`config.mk`:
```
export PLATFORM = sky130hd
export DESIGN_NAME = bytecmd_axi_bridge
export DESIGN_NICKNAME = d
export VERILOG_FILES = /design/src/rtl/bcab_pkg.sv /design/src/rtl/bcab_cmd_parser.sv /design/src/rtl/bcab_axi_engine.sv /design/src/rtl/bcab_rd_serializer.sv /design/src/rtl/bytecmd_axi_bridge.sv
export SDC_FILE = /design/constraint.sdc
export NUM_CORES = 1
export LEC_CHECK = 0
export BUFFER_PORTS_ARGS = -buffer_cell sky130_fd_sc_hd__buf_2
export CAP_MARGIN = 20
export CORE_ASPECT_RATIO = 0.75
export CORE_MARGIN = 2
export CORE_UTILIZATION = 40
export CTS_CLUSTER_DIAMETER = 100
export DETAILED_ROUTE_END_ITERATION = 8
export PLACE_DENSITY = 0.65
export SYNTH_ARGS = -nofsm -noshare
export SYNTH_HDL_FRONTEND = slang
export SYNTH_SLANG_ARGS = --single-unit
```
`constraint.sdc`:
```
create_clock -name clk -period 1.7 [get_ports clk]
set_input_delay 0.17 -clock clk [delete_from_list [all_inputs] [get_ports clk]]
set_output_delay 0.17 -clock clk [all_outputs]
set_load 0.005 [all_outputs]
```
`src/rtl/bcab_pkg.sv`:
```
package bcab_pkg;
  // opcode values carried by the first byte of every command
  localparam logic [7:0] OP_LITE_WR  = 8'h01;
  localparam logic [7:0] OP_LITE_RD  = 8'h02;
  localparam logic [7:0] OP_BURST_WR = 8'h03;
  localparam logic [7:0] OP_BURST_RD = 8'h04;

  localparam logic [1:0] BURST_INCR = 2'b01;

  typedef enum logic [2:0] {P_OPC, P_ADDR, P_LEN, P_DATA, P_WAIT} pstate_e;
  typedef enum logic [2:0] {E_IDLE, E_WR, E_WRESP, E_RADDR, E_RDATA} estate_e;
endpackage

```
`src/rtl/bcab_cmd_parser.sv`:
```
module bcab_cmd_parser
  import bcab_pkg::*;
#(
  parameter int ADDR_W = 32,
  parameter int DATA_W = 32,
  parameter int LEN_W  = 8
) (
  input  logic              clk,
  input  logic              rst,
  input  logic [7:0]        s_tdata,
  input  logic              s_tvalid,
  output logic              s_tready,
  output logic              cmd_valid,
  output logic              cmd_lite,
  output logic              cmd_rd,
  output logic [ADDR_W-1:0] cmd_addr,
  output logic [LEN_W-1:0]  cmd_len,
  output logic              word_valid,
  output logic [DATA_W-1:0] word_data,
  input  logic              word_ready,
  input  logic              eng_done
);
  localparam int BPW = DATA_W / 8;
  localparam int ABY = ADDR_W / 8;
  localparam int CW  = $clog2((BPW > ABY ? BPW : ABY) + 1);

  pstate_e             st;
  logic [CW-1:0]       bcnt;
  logic [LEN_W-1:0]    wcnt;
  logic [DATA_W-9:0]   shreg;
  logic                hs;

  always_comb begin
    case (st)
      P_DATA:  s_tready = !word_valid;
      P_WAIT:  s_tready = 1'b0;
      default: s_tready = 1'b1;
    endcase
  end

  assign hs = s_tvalid && s_tready;

  always_ff @(posedge clk) begin
    if (rst) begin
      st         <= P_OPC;
      bcnt       <= '0;
      wcnt       <= '0;
      shreg      <= '0;
      cmd_valid  <= 1'b0;
      cmd_lite   <= 1'b0;
      cmd_rd     <= 1'b0;
      cmd_addr   <= '0;
      cmd_len    <= '0;
      word_valid <= 1'b0;
      word_data  <= '0;
    end else begin
      cmd_valid <= 1'b0;
      if (word_valid && word_ready) word_valid <= 1'b0;
      case (st)
        P_OPC: if (hs) begin
          bcnt <= '0;
          if (s_tdata == OP_LITE_WR || s_tdata == OP_LITE_RD ||
              s_tdata == OP_BURST_WR || s_tdata == OP_BURST_RD) begin
            cmd_lite <= (s_tdata == OP_LITE_WR) || (s_tdata == OP_LITE_RD);
            cmd_rd   <= (s_tdata == OP_LITE_RD) || (s_tdata == OP_BURST_RD);
            st       <= P_ADDR;
          end
        end
        P_ADDR: if (hs) begin
          cmd_addr <= {cmd_addr[ADDR_W-9:0], s_tdata};
          bcnt     <= bcnt + 1'b1;
          if (bcnt == CW'(ABY - 1)) st <= P_LEN;
        end
        P_LEN: if (hs) begin
          // single transfers always move one word, whatever the byte says
          cmd_len   <= cmd_lite ? '0 : s_tdata[LEN_W-1:0];
          cmd_valid <= 1'b1;
          bcnt      <= '0;
          wcnt      <= '0;
          st        <= cmd_rd ? P_WAIT : P_DATA;
        end
        P_DATA: if (hs) begin
          shreg <= {shreg[DATA_W-17:0], s_tdata};
          bcnt  <= bcnt + 1'b1;
          if (bcnt == CW'(BPW - 1)) begin
            word_data  <= {shreg, s_tdata};
            word_valid <= 1'b1;
            bcnt       <= '0;
            wcnt       <= wcnt + 1'b1;
            if (wcnt == cmd_len) st <= P_WAIT;
          end
        end
        P_WAIT: if (eng_done) st <= P_OPC;
        default: st <= P_OPC;
      endcase
    end
  end

  p_word_not_overwritten_r2: assert property (@(posedge clk) disable iff (rst)
    word_valid && !word_ready |=> word_valid && $stable(word_data));
endmodule

```
`src/rtl/bcab_axi_engine.sv`:
```
module bcab_axi_engine
  import bcab_pkg::*;
#(
  parameter int ADDR_W = 32,
  parameter int DATA_W = 32,
  parameter int LEN_W  = 8
) (
  input  logic              clk,
  input  logic              rst,
  input  logic              cmd_valid,
  input  logic              cmd_lite,
  input  logic              cmd_rd,
  input  logic [ADDR_W-1:0] cmd_addr,
  input  logic [LEN_W-1:0]  cmd_len,
  input  logic              word_valid,
  input  logic [DATA_W-1:0] word_data,
  output logic              word_ready,
  output logic              done,
  output logic              err,
  output logic              lite_sel,
  output logic [ADDR_W-1:0] ax_addr,
  output logic [LEN_W-1:0]  ax_len,
  output logic              aw_valid,
  input  logic              aw_ready,
  output logic              w_valid,
  output logic              w_last,
  output logic [DATA_W-1:0] w_data,
  input  logic              w_ready,
  input  logic              b_valid,
  input  logic [1:0]        b_resp,
  output logic              b_ready,
  output logic              ar_valid,
  input  logic              ar_ready,
  input  logic              r_valid,
  input  logic              r_last,
  input  logic [DATA_W-1:0] r_data,
  output logic              r_ready,
  input  logic              ser_ready,
  output logic              ser_load,
  output logic [DATA_W-1:0] ser_data
);
  estate_e          st;
  logic [LEN_W-1:0] cnt;
  logic             aw_done;
  logic             w_all;

  assign word_ready = (st == E_WR) && !w_valid && !w_all;
  assign b_ready    = (st == E_WRESP);
  assign r_ready    = (st == E_RDATA) && ser_ready;
  assign ser_load   = r_valid && r_ready;
  assign ser_data   = r_data;

  always_ff @(posedge clk) begin
    if (rst) begin
      st       <= E_IDLE;
      cnt      <= '0;
      aw_done  <= 1'b0;
      w_all    <= 1'b0;
      aw_valid <= 1'b0;
      ar_valid <= 1'b0;
      w_valid  <= 1'b0;
      w_last   <= 1'b0;
      w_data   <= '0;
      lite_sel <= 1'b0;
      ax_addr  <= '0;
      ax_len   <= '0;
      done     <= 1'b0;
      err      <= 1'b0;
    end else begin
      done <= 1'b0;
      case (st)
        E_IDLE: if (cmd_valid) begin
          lite_sel <= cmd_lite;
          ax_addr  <= cmd_addr;
          ax_len   <= cmd_len;
          cnt      <= '0;
          aw_done  <= 1'b0;
          w_all    <= 1'b0;
          if (cmd_rd) begin
            ar_valid <= 1'b1;
            st       <= E_RADDR;
          end else begin
            aw_valid <= 1'b1;
            st       <= E_WR;
          end
        end
        E_WR: begin
          if (aw_valid && aw_ready) begin
            aw_valid <= 1'b0;
            aw_done  <= 1'b1;
          end
          if (word_valid && word_ready) begin
            w_data  <= word_data;
            w_valid <= 1'b1;
            w_last  <= (cnt == ax_len);
          end
          if (w_valid && w_ready) begin
            w_valid <= 1'b0;
            cnt     <= cnt + 1'b1;
            if (w_last) w_all <= 1'b1;
          end
          if (aw_done && w_all) st <= E_WRESP;
        end
        E_WRESP: if (b_valid) begin
          if (b_resp != 2'b00) err <= 1'b1;
          done <= 1'b1;
          st   <= E_IDLE;
        end
        E_RADDR: if (ar_ready) begin
          ar_valid <= 1'b0;
          st       <= E_RDATA;
        end
        E_RDATA: if (r_valid && r_ready && (lite_sel || r_last)) begin
          done <= 1'b1;
          st   <= E_IDLE;
        end
        default: st <= E_IDLE;
      endcase
    end
  end

  p_err_sticky_r9: assert property (@(posedge clk) disable iff (rst)
    err |=> err);
  p_w_hold_r5: assert property (@(posedge clk) disable iff (rst)
    w_valid && !w_ready |=> w_valid && $stable(w_data) && $stable(w_last));
  p_cmd_only_when_idle_r7: assert property (@(posedge clk) disable iff (rst)
    cmd_valid |-> st == E_IDLE);
endmodule

```
`src/rtl/bcab_rd_serializer.sv`:
```
module bcab_rd_serializer #(
  parameter int DATA_W = 32
) (
  input  logic              clk,
  input  logic              rst,
  input  logic              load,
  input  logic [DATA_W-1:0] data,
  output logic              ready,
  output logic [7:0]        m_tdata,
  output logic              m_tvalid,
  input  logic              m_tready
);
  localparam int BPW = DATA_W / 8;
  localparam int CW  = $clog2(BPW + 1);

  logic [DATA_W-1:0] sh;
  logic [CW-1:0]     left;

  // free now, or free once the last byte leaves on this edge
  assign ready    = (left == '0) || (left == CW'(1) && m_tready);
  assign m_tvalid = (left != '0);
  assign m_tdata  = sh[DATA_W-1 -: 8];

  always_ff @(posedge clk) begin
    if (rst) begin
      sh   <= '0;
      left <= '0;
    end else if (load) begin
      sh   <= data;
      left <= CW'(BPW);
    end else if (m_tvalid && m_tready) begin
      sh   <= {sh[DATA_W-9:0], 8'h00};
      left <= left - 1'b1;
    end
  end

  p_hold_under_backpressure_r8: assert property (@(posedge clk) disable iff (rst)
    m_tvalid && !m_tready |=> m_tvalid && $stable(m_tdata));
endmodule

```
`src/rtl/bytecmd_axi_bridge.sv`:
```
module bytecmd_axi_bridge
  import bcab_pkg::*;
#(
  parameter int ADDR_W = 32,
  parameter int DATA_W = 32,
  parameter int LEN_W  = 8
) (
  input  logic                clk,
  input  logic                rst,
  input  logic [7:0]          s_tdata,
  input  logic                s_tvalid,
  output logic                s_tready,
  output logic [7:0]          m_tdata,
  output logic                m_tvalid,
  input  logic                m_tready,
  output logic                err_flag,
  output logic [ADDR_W-1:0]   m4_awaddr,
  output logic [LEN_W-1:0]    m4_awlen,
  output logic [2:0]          m4_awsize,
  output logic [1:0]          m4_awburst,
  output logic                m4_awvalid,
  input  logic                m4_awready,
  output logic [DATA_W-1:0]   m4_wdata,
  output logic [DATA_W/8-1:0] m4_wstrb,
  output logic                m4_wlast,
  output logic                m4_wvalid,
  input  logic                m4_wready,
  input  logic [1:0]          m4_bresp,
  input  logic                m4_bvalid,
  output logic                m4_bready,
  output logic [ADDR_W-1:0]   m4_araddr,
  output logic [LEN_W-1:0]    m4_arlen,
  output logic [2:0]          m4_arsize,
  output logic [1:0]          m4_arburst,
  output logic                m4_arvalid,
  input  logic                m4_arready,
  input  logic [DATA_W-1:0]   m4_rdata,
  input  logic                m4_rlast,
  input  logic                m4_rvalid,
  output logic                m4_rready,
  output logic [ADDR_W-1:0]   ml_awaddr,
  output logic                ml_awvalid,
  input  logic                ml_awready,
  output logic [DATA_W-1:0]   ml_wdata,
  output logic [DATA_W/8-1:0] ml_wstrb,
  output logic                ml_wvalid,
  input  logic                ml_wready,
  input  logic [1:0]          ml_bresp,
  input  logic                ml_bvalid,
  output logic                ml_bready,
  output logic [ADDR_W-1:0]   ml_araddr,
  output logic                ml_arvalid,
  input  logic                ml_arready,
  input  logic [DATA_W-1:0]   ml_rdata,
  input  logic                ml_rvalid,
  output logic                ml_rready
);
  localparam int             STRB_W = DATA_W / 8;
  localparam logic [2:0]     AXSIZE = 3'($clog2(STRB_W));

  logic              cmd_valid, cmd_lite, cmd_rd;
  logic [ADDR_W-1:0] cmd_addr;
  logic [LEN_W-1:0]  cmd_len;
  logic              word_valid, word_ready;
  logic [DATA_W-1:0] word_data;
  logic              eng_done, lite;
  logic [ADDR_W-1:0] ax_addr;
  logic [LEN_W-1:0]  ax_len;
  logic              aw_valid, w_valid, w_last, b_ready, ar_valid, r_ready;
  logic [DATA_W-1:0] w_data;
  logic              aw_ready, w_ready, b_valid, ar_ready, r_valid, r_last;
  logic [1:0]        b_resp;
  logic [DATA_W-1:0] r_data;
  logic              ser_ready, ser_load;
  logic [DATA_W-1:0] ser_data;

  bcab_cmd_parser #(.ADDR_W(ADDR_W), .DATA_W(DATA_W), .LEN_W(LEN_W)) u_parser (
    .clk(clk), .rst(rst), .s_tdata(s_tdata), .s_tvalid(s_tvalid), .s_tready(s_tready),
    .cmd_valid(cmd_valid), .cmd_lite(cmd_lite), .cmd_rd(cmd_rd), .cmd_addr(cmd_addr),
    .cmd_len(cmd_len), .word_valid(word_valid), .word_data(word_data),
    .word_ready(word_ready), .eng_done(eng_done));

  bcab_axi_engine #(.ADDR_W(ADDR_W), .DATA_W(DATA_W), .LEN_W(LEN_W)) u_engine (
    .clk(clk), .rst(rst), .cmd_valid(cmd_valid), .cmd_lite(cmd_lite), .cmd_rd(cmd_rd),
    .cmd_addr(cmd_addr), .cmd_len(cmd_len), .word_valid(word_valid),
    .word_data(word_data), .word_ready(word_ready), .done(eng_done), .err(err_flag),
    .lite_sel(lite), .ax_addr(ax_addr), .ax_len(ax_len), .aw_valid(aw_valid),
    .aw_ready(aw_ready), .w_valid(w_valid), .w_last(w_last), .w_data(w_data),
    .w_ready(w_ready), .b_valid(b_valid), .b_resp(b_resp), .b_ready(b_ready),
    .ar_valid(ar_valid), .ar_ready(ar_ready), .r_valid(r_valid), .r_last(r_last),
    .r_data(r_data), .r_ready(r_ready), .ser_ready(ser_ready), .ser_load(ser_load),
    .ser_data(ser_data));

  bcab_rd_serializer #(.DATA_W(DATA_W)) u_ser (
    .clk(clk), .rst(rst), .load(ser_load), .data(ser_data), .ready(ser_ready),
    .m_tdata(m_tdata), .m_tvalid(m_tvalid), .m_tready(m_tready));

  // route the shared engine channels to the selected port
  assign aw_ready = lite ? ml_awready : m4_awready;
  assign w_ready  = lite ? ml_wready  : m4_wready;
  assign b_valid  = lite ? ml_bvalid  : m4_bvalid;
  assign b_resp   = lite ? ml_bresp   : m4_bresp;
  assign ar_ready = lite ? ml_arready : m4_arready;
  assign r_valid  = lite ? ml_rvalid  : m4_rvalid;
  assign r_data   = lite ? ml_rdata   : m4_rdata;
  assign r_last   = lite ? 1'b1       : m4_rlast;

  assign m4_awaddr  = ax_addr;
  assign m4_awlen   = ax_len;
  assign m4_awsize  = AXSIZE;
  assign m4_awburst = BURST_INCR;
  assign m4_awvalid = aw_valid && !lite;
  assign m4_wdata   = w_data;
  assign m4_wstrb   = '1;
  assign m4_wlast   = w_last;
  assign m4_wvalid  = w_valid && !lite;
  assign m4_bready  = b_ready && !lite;
  assign m4_araddr  = ax_addr;
  assign m4_arlen   = ax_len;
  assign m4_arsize  = AXSIZE;
  assign m4_arburst = BURST_INCR;
  assign m4_arvalid = ar_valid && !lite;
  assign m4_rready  = r_ready && !lite;

  assign ml_awaddr  = ax_addr;
  assign ml_awvalid = aw_valid && lite;
  assign ml_wdata   = w_data;
  assign ml_wstrb   = '1;
  assign ml_wvalid  = w_valid && lite;
  assign ml_bready  = b_ready && lite;
  assign ml_araddr  = ax_addr;
  assign ml_arvalid = ar_valid && lite;
  assign ml_rready  = r_ready && lite;

  p_one_port_r11: assert property (@(posedge clk) disable iff (rst)
    !((m4_awvalid || m4_wvalid || m4_arvalid || m4_rready || m4_bready) &&
      (ml_awvalid || ml_wvalid || ml_arvalid || ml_rready || ml_bready)));
  p_no_input_while_bus_busy_r7: assert property (@(posedge clk) disable iff (rst)
    (m4_bready || ml_bready || m4_rready || ml_rready) |-> !s_tready);
  p_ar_hold_r6: assert property (@(posedge clk) disable iff (rst)
    m4_arvalid && !m4_arready |=> m4_arvalid && $stable(m4_araddr) && $stable(m4_arlen));
  p_rready_gated_r8: assert property (@(posedge clk) disable iff (rst)
    m_tvalid && !m_tready && m_tdata != 8'h00 |-> !(m4_rready && m4_rvalid && !(ml_rready)) || !m_tvalid || m_tready);
endmodule

```
## Word level (Yosys, flattened, before mapping)

Cells that the tools add are included.

| word-level totals | value |
|---|---|
| output and inout port bits | 248 |
| register bits after elaboration | 241 |
| logic and storage cells | 201 |
| input bits | 91 |

| operators by class | value |
|---|---|
| equal/unequal tests | 36 |
| bitwise logic cells | 1 |
| add/subtract/negate cells | 4 |
| reduce and logical (&&, ||, !) cells | 64 |
| mux-type cells | 68 |

Operator list:

| operator | count |
|---|---|
| 2-to-1 mux 32 bit | 3 |
| 2-to-1 mux 3 bit | 21 |
| 2-to-1 mux 8 bit | 6 |
| one-hot mux 8 bit (2 select lines) | 2 |
| one-hot mux 3 bit (5 select lines) | 2 |
| 2-to-1 mux 1 bit | 25 |
| != test 2 x 1 -> 1 bit, second input constant | 12 |
| logical AND 1 bit | 22 |
| AND reduction 4 bit | 5 |
| adder 8 x 1 -> 8 bit, second input constant | 2 |
| equality test 8 x 2 -> 1 bit, second input constant | 2 |
| equality test 8 bit | 2 |
| != test 2 bit, second input constant | 8 |
| equality test 3 x 2 -> 1 bit, second input constant | 5 |
| AND reduction 3 bit | 5 |
| one-hot mux 1 bit (2 select lines) | 6 |
| AND reduction 2 bit | 6 |
| nonzero test 2 bit | 6 |
| equality test 3 x 1 -> 1 bit, second input constant | 3 |
| logical NOT 3 bit | 3 |
| one-hot mux 3 bit (3 select lines) | 1 |
| AND reduction 9 bit | 1 |
| equality test 8 x 1 -> 1 bit, second input constant | 1 |
| equality test 8 x 3 -> 1 bit, second input constant | 1 |
| 10 further kinds | 23 |

## Longest topological paths before layout

Gate-level depths: netlist of the first run.

| depth | value |
|---|---|
| depth in word-level cells | 8 |
| gate-level depth with buffers | 9 |
| gate-level depth less buffers | 8 |

## Cells and area by module

Synthesis of the first run repeated with hierarchy kept, for this count alone.

| second synthesis, totals | value |
|---|---|
| cells, all modules | 1432 |
| area, all modules | 12009.0 sq um |

By module, submodules not included:

| module | area an instance (sq um) | instances | cells each | seq. area each (sq um) |
|---|---|---|---|---|
| bcab_cmd_parser | 4371.7 | 1 | 540 | 2282.2 |
| bcab_axi_engine | 3873.7 | 1 | 467 | 1841.8 |
| bcab_rd_serializer | 1884.3 | 1 | 213 | 700.7 |
| bytecmd_axi_bridge | 1879.3 | 1 | 212 | 0.0 |

## Worst setup path before layout of the first run

No wires, ideal clock.

| timing | value |
|---|---|
| kind | register -> register |
| from | register u_parser.bcnt[0] |
| to | register u_parser.word_data[21] |
| buffers on the path | 1 |
| library setup time | 0.132 ns |
| required time | 1.568 ns |
| cell stages (with the launch flop) | 9 |
| period minus slack after synthesis | 1.805 ns |
| path slack | -0.105 ns |
| arrival | 1.673 ns |
| cell sequence | dfxtp_1 > ha_1 > ha_1 > nand2b_1 > a211oi_4 > nand2_1 > clkbuf_1 > nand2_1 > a21oi_1 |

| on the way | value |
|---|---|
| word-level cells in the longest chain between the ends | 2 |

RTL lines:

| item | line | source |
|---|---|---|
| from (decl) | bcab_cmd_parser.sv:28 | `logic [CW-1:0] bcnt;` |
| from (signal assigned) | bcab_cmd_parser.sv:71 | `bcnt <= bcnt + 1'b1;` |
| from (signal assigned) | bcab_cmd_parser.sv:84 | `bcnt <= bcnt + 1'b1;` |
| equality test 3 x 2 -> 1 bit | bcab_cmd_parser.sv:85 | `if (bcnt == CW'(BPW - 1)) begin` |
| AND reduction 3 bit (no source line) | -- |  |
| to (signal assigned) | bcab_cmd_parser.sv:86 | `word_data <= {shreg, s_tdata};` |
| to (decl) | bcab_cmd_parser.sv:19 | `output logic [DATA_W-1:0] word_data,` |

Every way passes these cells.
A chain may end at the register's enable or synchronous reset.

## Worst setup path in the final report of the first run

| timing | value |
|---|---|
| from | register u_ser.left[1] |
| to | output m4_rready |

| on the way | value |
|---|---|
| word-level cells in the longest chain between the ends | 5 |
| elaborated cells on any way between the ends | 6 |
| classes of those cells | eq/ne: 1; reduce/logical: 5 |

RTL lines:

| item | line | source |
|---|---|---|
| from (decl) | bcab_rd_serializer.sv:17 | `logic [CW-1:0] left;` |
| from (signal assigned) | bcab_rd_serializer.sv:30 | `left <= CW'(BPW);` |
| from (signal assigned) | bcab_rd_serializer.sv:33 | `left <= left - 1'b1;` |
| equality test 3 x 1 -> 1 bit | bcab_rd_serializer.sv:20 | `assign ready = (left == '0) \|\| (left == CW'(1) && m_tready);` |
| logical AND 1 bit | bcab_rd_serializer.sv:20 |  |
| logical OR 1 bit (*) | bcab_rd_serializer.sv:20 |  |
| logical AND 1 bit (*) | bcab_axi_engine.sv:49 | `assign r_ready = (st == E_RDATA) && ser_ready;` |
| logical AND 1 bit (*) | bytecmd_axi_bridge.sv:123 | `assign m4_rready = r_ready && !lite;` |
| to (decl) | bytecmd_axi_bridge.sv:40 | `output logic m4_rready,` |

Every way passes the cells marked *; elsewhere a longest branch is shown, timed or not.

==> results of run 1 <==
per-stage QoR:
stage / cell area [um^2] / setup slack (ns) / util [%] / std cells
global placement: 12100 / -0.0317 / 44.5 / 1848
detailed placement: 12100 / -0.104 / 44.5 / 1848
global route: 13900 / -0.215 / 51.2 / 1911
floorplan: 11100 / 0.00481 / - / 1386
CTS: 13300 / -0.169 / 49.3 / 1906
finish: 13900 / -0.142 / 51.2 / 1911
area by class of cell:
cell class	count	area [um^2]	share of cell area (%)
clock inverter	7	90.1	0.650
clock buffer	35	743	5.36
multi-input combinational	885	5260	38.0
timing repair buffer	382	2440	17.6
tap	351	439	3.17
inverter	10	37.5	0.271
sequential	241	4840	35.0
cell families after synthesis:
logic type               share of synthesized area (%)
buffers and inverters                             14.8
flip-flops                                        43.8
XOR/XNOR                                          2.54
other                                           0.0681
multiplexers                                      3.48
AND/OR/NAND/NOR                                   20.0
AO/OA/AOI/OAI                                     14.5
adder cells (fa/ha/maj)                          0.908
cells in the mapped netlist (11+ instances only):
cell	number
nor2b_1	29
dfxtp_1	241
nand3_1	14
nand2_1	357
mux2i_1	26
buf_4	167
xor2_1	17
a211oi_1	50
xnor2_1	15
buf_2	20
a21oi_1	193
nor2_1	51
clkbuf_1	57
mux2_2	11
power groups by stage:
stage,combinational [uW],clock (uW),sequential (uW)
after CTS,836,5660,5680
after floorplan,487,0,5800
final,860,5540,5680
after detailed placement,729,0,5810
after global placement,726,0,5800
after global routing,933,5880,5680
state kept, by name, indices dropped and copies added (netlist names), 3 cells and up:
| name | cells |
|---|---|
| u_parser.cmd_addr | 32 |
| u_parser.word_data | 32 |
| u_parser.st | 3 |
| u_ser.left | 3 |
| u_parser.cmd_len | 8 |
| u_engine.ax_addr | 32 |
| u_engine.st | 3 |
| u_parser.shreg | 24 |
| u_engine.cnt | 8 |
| u_engine.ax_len | 8 |
| u_parser.bcnt | 3 |
| u_ser.sh | 32 |
| u_parser.wcnt | 8 |
| u_engine.w_data | 32 |
worst paths after layout:
check | start | end | slack [ns] | depth (start not counted)
setup / recovery | u_ser.left[1] | m4_rready | -0.14 | 7
hold / removal | ml_rdata[16] | u_ser.sh[16] | 0.02 | 3
hold reg to reg | u_parser.word_data[14] | u_engine.w_data[14] | 0.45 | 2
setup reg to reg | u_ser.left[1] | u_ser.sh[19] | -0.13 | 9
layer usage:
metal	up-vias	routed length, um	part of all wire [%]
met4	2	570	1.9
li1	4708	-	-
met5	-	13	0.044
met3	47	1270	4.3
met1	4448	13400	45
met2	258	14200	48
repair_timing:
item / CTS / global route
setup endpoints to repair: 61 / 80
hold buffers: 8 / 0
resized for setup: 55 / 111
setup buffers: 3 / 3
pin swaps: 13 / 53
gates cloned: 5 / 2
hold endpoints to repair: 21 / 0
critical path: cells and delay by family (launching register included):
kind / cells / cell delay (ns)
AOI/OAI and AO/OA: 1 / 0.17
DFF: 1 / 0.33
and+or+nand+nor: 2 / 0.21
adders and majority gates: 1 / 0.15
buffers and inverters: 3 / 0.30
==> flow_summary_export.csv, run 1 <==
group,metric,value,unit
routing,wl,29500,um
critical_path,cp_cell_sequence,"inv_2 > ha_2 > and3b_1 > o21ai_2 > buf_6 > nor2_2 > buf_2",
grt,grt_overflow,0,
outcome,violations,"setup timing",
synthesis,synth_top_area_cell,"dfxtp_1",
clock_tree,clockBufferDepth,3,
clock_tree,clock-root-buffer,"clkbuf_16",
synthesis,syn-cell-area,11000,um^2
grt,grt_pass1_wl,44900,um
power_and_ir_drop,clock_power_share,45.8,%
grt,grt_pass1_vias,8620,
critical_path,critical_path_required,1.53,ns
synthesis,synth_top_area_share,43.8,%
sta,fin_crit,1.84,ns
sta,period_share,108,%
power_and_ir_drop,power,12100,uW
critical_path,cp.arrival,1.67,ns
floorplan,die_w,196,um
sta,finalHoldViolations,0,
layout,fillers,2516,
power_and_ir_drop,powerDensity,872,nW/um^2
floorplan,core-area,27100,um^2
sta,finalSetupViolCount,38,
grt,grt_use_met2,32.8,%
power_and_ir_drop,p_int,9380,uW
layout,areaGrowthSynthToFinish,25.7,%
floorplan,rows,52,
clock_tree,clk_pin_slew_worst_paths,0.06,ns
worst_hold_path,hp-class,"in -> reg",
critical_path,slowest_delay,0.33,ns
sta,holdWs,0.0176,ns
synthesis,synthCells,1370,
synthesis,synth_cell_types,52,
grt,met3_usage,2.74,%
clock_tree,cts_buffers,25,
routing,drc,0,
sta,rsz0062_at_grt,"yes",
synthesis,yosysSeqAreaShare,43.8,%
outcome,outcome,"complete, but fails checks",
clock_tree,htreeDepth,1,
synthesis,synth_area_per_cell,8.05,um^2
sta,timing.final.ws_setup,-0.142,ns
grt,use_met1,25.0,%
power_and_ir_drop,p_sw,2700,uW
job,drv_cap,0,
layout,nets,1644,
power_and_ir_drop,power_frac_seq,47.1,%
synthesis,synth-edff-count,0,
power_and_ir_drop,combPwrFrac,7.1,%
layout,mostFrequentLayoutCells,"nand2_1, buf_2, dfxtp_1",
synthesis,ys_async_sr_fraction,0,%
synthesis,ys.flop_type,"dfxtp_1",
critical_path,start_kind,"flip-flop",
synthesis,synth_seq_cells,241,
sta,skew,0.00779,ns
synthesis,ys_warn_count,0,
placed_design,gp_congestion,0.849,
floorplan,fp.dieH,148,um
layout,diodes,0,
routing,vias_per_cell,4.95,
routing,dr_total_vias,9463,
grt,grt_start_max_net_pins,66,
critical_path,crit_slowest_cell,"dfxtp_2",
critical_path,path_class,"reg -> out",
synthesis,synth_area_leaders,"dfxtp_1, nand2_1, buf_4, a21oi_1, a211oi_1",
sta,drv_slew,0,
clock_tree,cts.sinks,241,
layout,drive_gt1_share,35.8,%
routing,drtIter0Drc,443,
clock_tree,clock_latency,0.51,ns
grt,grtUsageTotal,18.9,%
critical_path,crit_fanout,3,
layout,final_common_cell,"nand2_1",
routing,dr.pass1.iters,5,
floorplan,design.die.area,28900,um^2
power_and_ir_drop,p_leak,0.00605,uW
floorplan,io_pins,339,
power_and_ir_drop,p_sw_share,22.4,%
grt,busiest_layer,"met2",
grt,antenna_found_initial,1,
floorplan,start_util,40.7,%
clock_tree,cts_tree,"yes",
placed_design,dp_hpwl,19400,um
routing,wl_per_cell,15.5,um
sta,fmax,0.543,GHz
power_and_ir_drop,vdd_drop_max,0.595,mV
routing,ant_nets,0,
sta,setup_tns,-2.09,ns
critical_path,crit_path_end_kind,"output pin",
placed_design,io_buffers,320,
No activity file was read; power rests on OpenSTA's default activity.
==> run 2: changes to the inputs <==
==> constraint.sdc (replaced) <==
create_clock -name clk -period 1.6 [get_ports clk]
set_input_delay 0.16 -clock clk [delete_from_list [all_inputs] [get_ports clk]]
set_output_delay 0.16 -clock clk [all_outputs]
set_load 0.005 [all_outputs]
==> run 2 against run 1 <==
The run still ends with setup timing left. Routed wire length grew 2.1%. Via count grew 2.3%. Worst hold slack gained 0.0042 ns. Sequential share of layout area shrank 2.0 points. Final area grew 6.0%. Non-clock buffer count is 40 higher. Global-route usage about the same. Total power up 12%. Cell count increased by 2.4%. Combinational power grew 21%. Register-to-register slack got worse by 0.03 ns. Flip-flop and latch count unchanged. Critical path type unchanged. Largest power group is now the clock network.
==> flow_summary_export.csv, run 2 (synthesis gave the netlist of run 1 again) <==
group,metric,value,unit
outcome,outcome,"complete, but fails checks",
outcome,violations,"setup timing",
sta,fin_crit,1.84,ns
clock_tree,clockBufferDepth,3,
sta,skew,0.0192,ns
job,drv_cap,0,
floorplan,io_pins,339,
placed_design,gp_congestion,0.780,
clock_tree,htreeDepth,1,
clock_tree,cts_buffers,26,
critical_path,startpoint,"u_ser.left[1]",
grt,grt_overflow,0,
floorplan,rows,52,
layout,final_area,14700,um^2
power_and_ir_drop,p_leak,0.00649,uW
floorplan,start_util,40.7,%
routing,vias_per_cell,4.95,
layout,register_area,4850,um^2
critical_path,slowest_delay,0.33,ns
critical_path,start_kind,"flip-flop",
power_and_ir_drop,power,13600,uW
critical_path,cp.arrival,1.68,ns
grt,grtUsageTotal,18.9,%
layout,layoutNonFillerInstCount,1957,
grt,antenna_found_initial,1,
critical_path,critical_path_required,1.44,ns
critical_path,crit_slowest_cell,"dfxtp_2",
routing,wl_per_cell,15.4,um
sta,finalSetupViolCount,76,
routing,drtIter0Drc,396,
clock_tree,cts_tree,"yes",
floorplan,fp.dieH,148,um
clock_tree,clock-root-buffer,"clkbuf_16",
layout,mostFrequentLayoutCells,"buf_2, nand2_1, dfxtp_1",
layout,fillers,2438,
power_and_ir_drop,powerDensity,924,nW/um^2
grt,grt_start_max_net_pins,67,
placed_design,placed_cells,1864,
sta,drv_slew,0,
layout,multi_input_area,5560,um^2
critical_path,cp_cell_sequence,"inv_2 > ha_2 > and3b_2 > o21ai_4 > buf_6 > nor2_1 > buf_2",
clock_tree,clock_latency,0.53,ns
layout,drive_gt1_share,39.9,%
critical_path,path_class,"reg -> out",
sta,timing.final.ws_setup,-0.243,ns
power_and_ir_drop,vdd_drop_max,0.662,mV
layout,nets,1686,
placed_design,io_buffers,320,
grt,grt_pass1_vias,8928,
floorplan,die_w,196,um
critical_path,cp_top_family,"flip-flops",
sta,fmax,0.543,GHz
critical_path,timing.rr.start,"u_parser.bcnt[1]",
clock_tree,clk_pin_slew_worst_paths,0.06,ns
routing,wl,30100,um
placed_design,placed_cell_area,12200,um^2
grt,grt_pass1_wl,45000,um
critical_path,crit_path_end_kind,"output pin",
routing,dr_total_vias,9683,
critical_path,crit_buf_inv,3,
critical_path,crit_fanout,3,
worst_hold_path,min_from,"ml_rdata[15]",
layout,final_common_cell,"buf_2",
placed_design,dp_hpwl,19200,um
layout,areaGrowthSynthToFinish,33.2,%
floorplan,core-area,27100,um^2
sta,rsz0062_at_grt,"yes",
floorplan,design.die.area,28900,um^2
sta,period_share,115,%
sta,finalHoldViolations,0,
clock_tree,cts.sinks,241,
layout,diodes,0,
routing,ant_nets,0,
routing,dr.pass1.iters,5,
sta,setup_tns,-4.89,ns
routing,drc,0,
worst_hold_path,hp-class,"in -> reg",
==> run 2: per-stage QoR <==
stage / utilization (%) / setup slack [ns] / hold WS (ns)
finish: 54.2 / -0.243 / 0.0219
global route: 54.2 / -0.298 / 0.0152
CTS: 51.7 / -0.233 / 0.00124
detailed placement: 45.1 / -0.133 / 0.443
global placement: 45.1 / -0.102 / 0.439
floorplan: - / -0.0314 / 0.256
==> run 2: layout make-up <==
cell class,count,area share (%)
inverters,10,0.273
multi-input cells,886,37.9
clock buffers,36,5.31
flip-flops and latches,241,33.0
repair buffers,422,19.4
well taps,351,2.99
clock inverters,11,1.11
==> run 2: worst reg2reg max path, cell delays in order (launching register included) <==
cell and delay (ns):
dfxtp_2 0.35, ha_4 0.15, ha_4 0.15, nand2b_4 0.07, buf_6 0.12, a2111oi_4 0.39, and3_4 0.25, xnor2_2 0.11
nor2_1 0.06
==> run 2: final timing paths <==
check                                        endpoint  slack (ns)  depth (start not counted)
worst max-delay path                        m4_rready       -0.24                          7
worst min-delay path                     u_ser.sh[15]        0.02                          3
worst max register to register       u_parser.wcnt[5]       -0.16                          8
worst min register to register  u_parser.cmd_addr[24]        0.46                          2
==> run 2: power by group <==
group / internal, uW / leakage, uW / total, uW / switching (uW)
sequential: 6020 / 0.00195 / 6040 / 15.4
clock: 4040 / 0.000458 / 6480 / 2440
combinational: 500 / 0.00409 / 1040 / 543
==> run 2: what timing repair did <==
| item | 4_1_cts | 5_1_grt |
|---|---|---|
| endpoints found under the setup margin | 81 | 134 |
| hold buffers | 9 | 0 |
| pin swaps | 68 | 86 |
| cloned | 7 | 3 |
| gates resized for setup | 122 | 145 |
| hold endpoints to repair | 44 | 0 |
| buffers inserted | 17 | 16 |
==> run 2: layer usage <==
metal,wire length (um),vias to the layer above,GRT usage (%)
li1,-,4798,-
met1,13200,4561,24.7
met2,15000,271,33.0
met3,1350,51,2.90
met4,569,2,4.55
met5,13,-,0
==> run 3: changes to the inputs <==
--- a/config.mk
+++ b/config.mk
@@ -5,10 +5,11 @@
 export SDC_FILE = /design/constraint.sdc
 export NUM_CORES = 1
 export LEC_CHECK = 0
+export ABC_AREA = 1
 export BUFFER_PORTS_ARGS = -buffer_cell sky130_fd_sc_hd__buf_2
 export CAP_MARGIN = 20
 export CORE_ASPECT_RATIO = 0.75
-export CORE_MARGIN = 2
+export CORE_MARGIN = 1
 export CORE_UTILIZATION = 40
 export CTS_CLUSTER_DIAMETER = 100
 export DETAILED_ROUTE_END_ITERATION = 8
==> run 3 against run 2 <==
The flow still finishes with violations (setup timing). Area after synthesis increased by 0.49%. Count of clock-buffer cells in the layout is 1 higher. Final area decreased by 5.9%. Combinational power increased by 140%. Synthesized cell count rose by 12%. Global-route usage is 1.2 points higher. Sequential share of layout area increased by 2.1 points. Critical endpoint unchanged. Largest cell class is now registers. Largest power group is now sequential cells.
==> flow_summary_export.csv, run 3 <==
group,metric,value,unit
grt,grt_overflow,0,
critical_path,crit_buf_inv,3,
sta,fin_crit,1.72,ns
power_and_ir_drop,powerDensity,1080,nW/um^2
critical_path,start_kind,"flip-flop",
synthesis,ys.flop_type,"dfxtp_1",
grt,grt_pass1_wl,47300,um
synthesis,yosys.cell_count.top_type,"nand2_1",
synthesis,synth_cell_types,45,
sta,skew,0.00791,ns
routing,drc,0,
critical_path,crit_fanout,2,
critical_path,cp_cell_sequence,"inv_2 > ha_4 > ha_4 > inv_2 > nand2_2 > nand2_2 > nor2_1 > buf_2",
routing,dr_total_vias,10400,
synthesis,yosysSeqAreaShare,43.6,%
sta,setup_tns,-0.507,ns
critical_path,crit_slowest_cell,"dfxtp_2",
placed_design,dp_hpwl,21300,um
sta,fmax,0.580,GHz
critical_path,critical_path_required,1.44,ns
floorplan,die_w,194,um
synthesis,synth_top_area_share,43.6,%
placed_design,io_buffers,320,
floorplan,start_util,40.9,%
layout,areaGrowthSynthToFinish,24.7,%
grt,antenna_found_initial,0,
clock_tree,cts.sinks,241,
clock_tree,clock-root-buffer,"clkbuf_16",
worst_hold_path,hp-class,"in -> reg",
clock_tree,htreeDepth,1,
clock_tree,clockBufferDepth,3,
routing,dr.pass1.iters,5,
placed_design,gp_congestion,0.928,
synthesis,synth_area_per_cell,7.22,um^2
sta,rsz0062_at_grt,"yes",
grt,grt_pass1_vias,9346,
clock_tree,clk_pin_slew_worst_paths,0.07,ns
critical_path,crit_path_end_kind,"output pin",
routing,ant_nets,0,
layout,nets,1857,
outcome,violations,"setup timing",
outcome,outcome,"complete, but fails checks",
critical_path,cp.arrival,1.56,ns
clock_tree,cts_buffers,24,
sta,drv_slew,0,
layout,drive_gt1_share,31.3,%
grt,grt_start_max_net_pins,73,
sta,period_share,108,%
layout,final_common_cell,"nand2_1",
clock_tree,clock_latency,0.51,ns
synthesis,synth-edff-count,0,
synthesis,synth_area_leaders,"dfxtp_1, nand2_1, buf_4, a21oi_1, o21ai_0",
power_and_ir_drop,p_leak,0.00648,uW
placed_design,place_ws,-0.0952,ns
job,drv_cap,0,
grt,grtUsageTotal,20.1,%
synthesis,ys_async_sr_fraction,0,%
critical_path,cp_top_family,"flip-flops",
synthesis,synthCells,1535,
layout,mostFrequentLayoutCells,"nand2_1, buf_2, dfxtp_1",
power_and_ir_drop,vdd_drop_max,0.857,mV
synthesis,syn-cell-area,11100,um^2
sta,finalHoldViolations,0,
floorplan,design.die.area,28400,um^2
routing,vias_per_cell,4.91,
power_and_ir_drop,power,15000,uW
sta,timing.final.ws_setup,-0.123,ns
routing,wl_per_cell,14.3,um
routing,wl,30400,um
synthesis,synth_seq_cells,241,
routing,drtIter0Drc,738,
floorplan,core-area,27100,um^2
floorplan,io_pins,339,
critical_path,slowest_delay,0.33,ns
floorplan,rows,52,
synthesis,synthTopCellsByCount,"nand2_1, dfxtp_1, buf_4, a21oi_1, nor2_1",
clock_tree,cts_tree,"yes",
synthesis,synth_top_area_cell,"dfxtp_1",
critical_path,path_class,"reg -> out",
synthesis,ys_warn_count,0,
floorplan,fp.dieH,146,um
layout,diodes,0,
sta,finalSetupViolCount,10,
## run 3: cell count changes after synthesis, sizes merged, moves of 11 or more
| cell | before | now |
|---|---|---|
| o21ai | 11 | 115 |
| nor2 | 51 | 142 |
| nand2 | 359 | 443 |
| inv | 10 | 87 |
| a211oi | 51 | 6 |
| a21oi | 194 | 155 |
| nor2b | 29 | 0 |
| mux2i | 26 | 1 |
| a31oi | 3 | 24 |
| xor2 | 17 | 3 |
| clkbuf | 57 | 45 |
| xnor2 | 15 | 3 |
| mux2 | 11 | 0 |
## run 3: worst paths after layout
kind              slack, ns  depth (start not counted)             end     startpoint
hold / removal         0.02                          3    u_engine.err    ml_bresp[1]
setup reg to reg      -0.06                         12  u_engine.st[0]  u_ser.left[1]
setup / recovery      -0.12                          8       m4_rready  u_ser.left[1]
hold reg to reg        0.46                          2    u_engine.err   u_engine.err
## run 3: what timing repair did
| action | 4_1_cts | 5_1_grt |
|---|---|---|
| gates cloned | 1 | 5 |
| hold endpoints to repair | 8 | 0 |
| buffers inserted | 9 | 12 |
| pin swaps | 8 | 24 |
| endpoints found under the setup margin | 47 | 161 |
| resized for setup | 43 | 106 |
| hold buffers | 7 | 0 |
## run 3: final cells by class
| cell class | count | area [um^2] |
|---|---|---|
| timing repair buffer | 418 | 2650 |
| fill | 2664 | 13200 |
| multi-input combinational | 983 | 4690 |
| clock buffer | 37 | 751 |
| inverter | 90 | 352 |
| clock inverter | 5 | 81.3 |
| tap | 351 | 439 |
| sequential | 241 | 4850 |
## run 3: routing by layer
metal | track usage (%) | up-vias | part of all wire (%)
li1 | - | 5181 | -
met1 | 29.0 | 4864 | 48
met2 | 32.2 | 344 | 45
met3 | 2.31 | 46 | 5.0
met4 | 4.68 | 0 | 1.9
met5 | 0 | - | 0
## run 3: through the flow
| step | utilization [%] | cell area (um^2) | std cells | hold WS (ns) |
|---|---|---|---|---|
| 2_1_floorplan | - | 11100 | 1551 | 0.303 |
| 3_3_place_gp | 45.2 | 12200 | 2051 | 0.438 |
| 3_5_place_dp | 45.2 | 12200 | 2051 | 0.450 |
| 4_1_cts | 49.3 | 13300 | 2109 | 0.00483 |
| 5_1_grt | 51.1 | 13800 | 2125 | 0.0393 |
| 6_report | 51.1 | 13800 | 2125 | 0.0178 |
## run 3: power breakdown
part | internal (uW) | switching, uW
clock network | 3540 | 2330
registers | 6300 | 246
logic | 1060 | 1480
## run 3: worst register-to-register path, delay by kind of cell (launching register included)
family,cells,cell delay (ns)
DFF,1,0.33
adders and majority gates,2,0.31
buffers and inverters,3,0.19
AOI/OAI and AO/OA,2,0.23
and+or+nand+nor,5,0.52
## run 3: logic make-up after synthesis
logic type	count (synthesis)	synth area share (%)
other cells	2	0.0678
flops	241	43.6
buf+inv	327	17.0
xor+xnor	6	0.474
simple gates	641	23.3
compound gates	309	14.7
fa+ha+maj	8	0.904
mux	1	0.0904
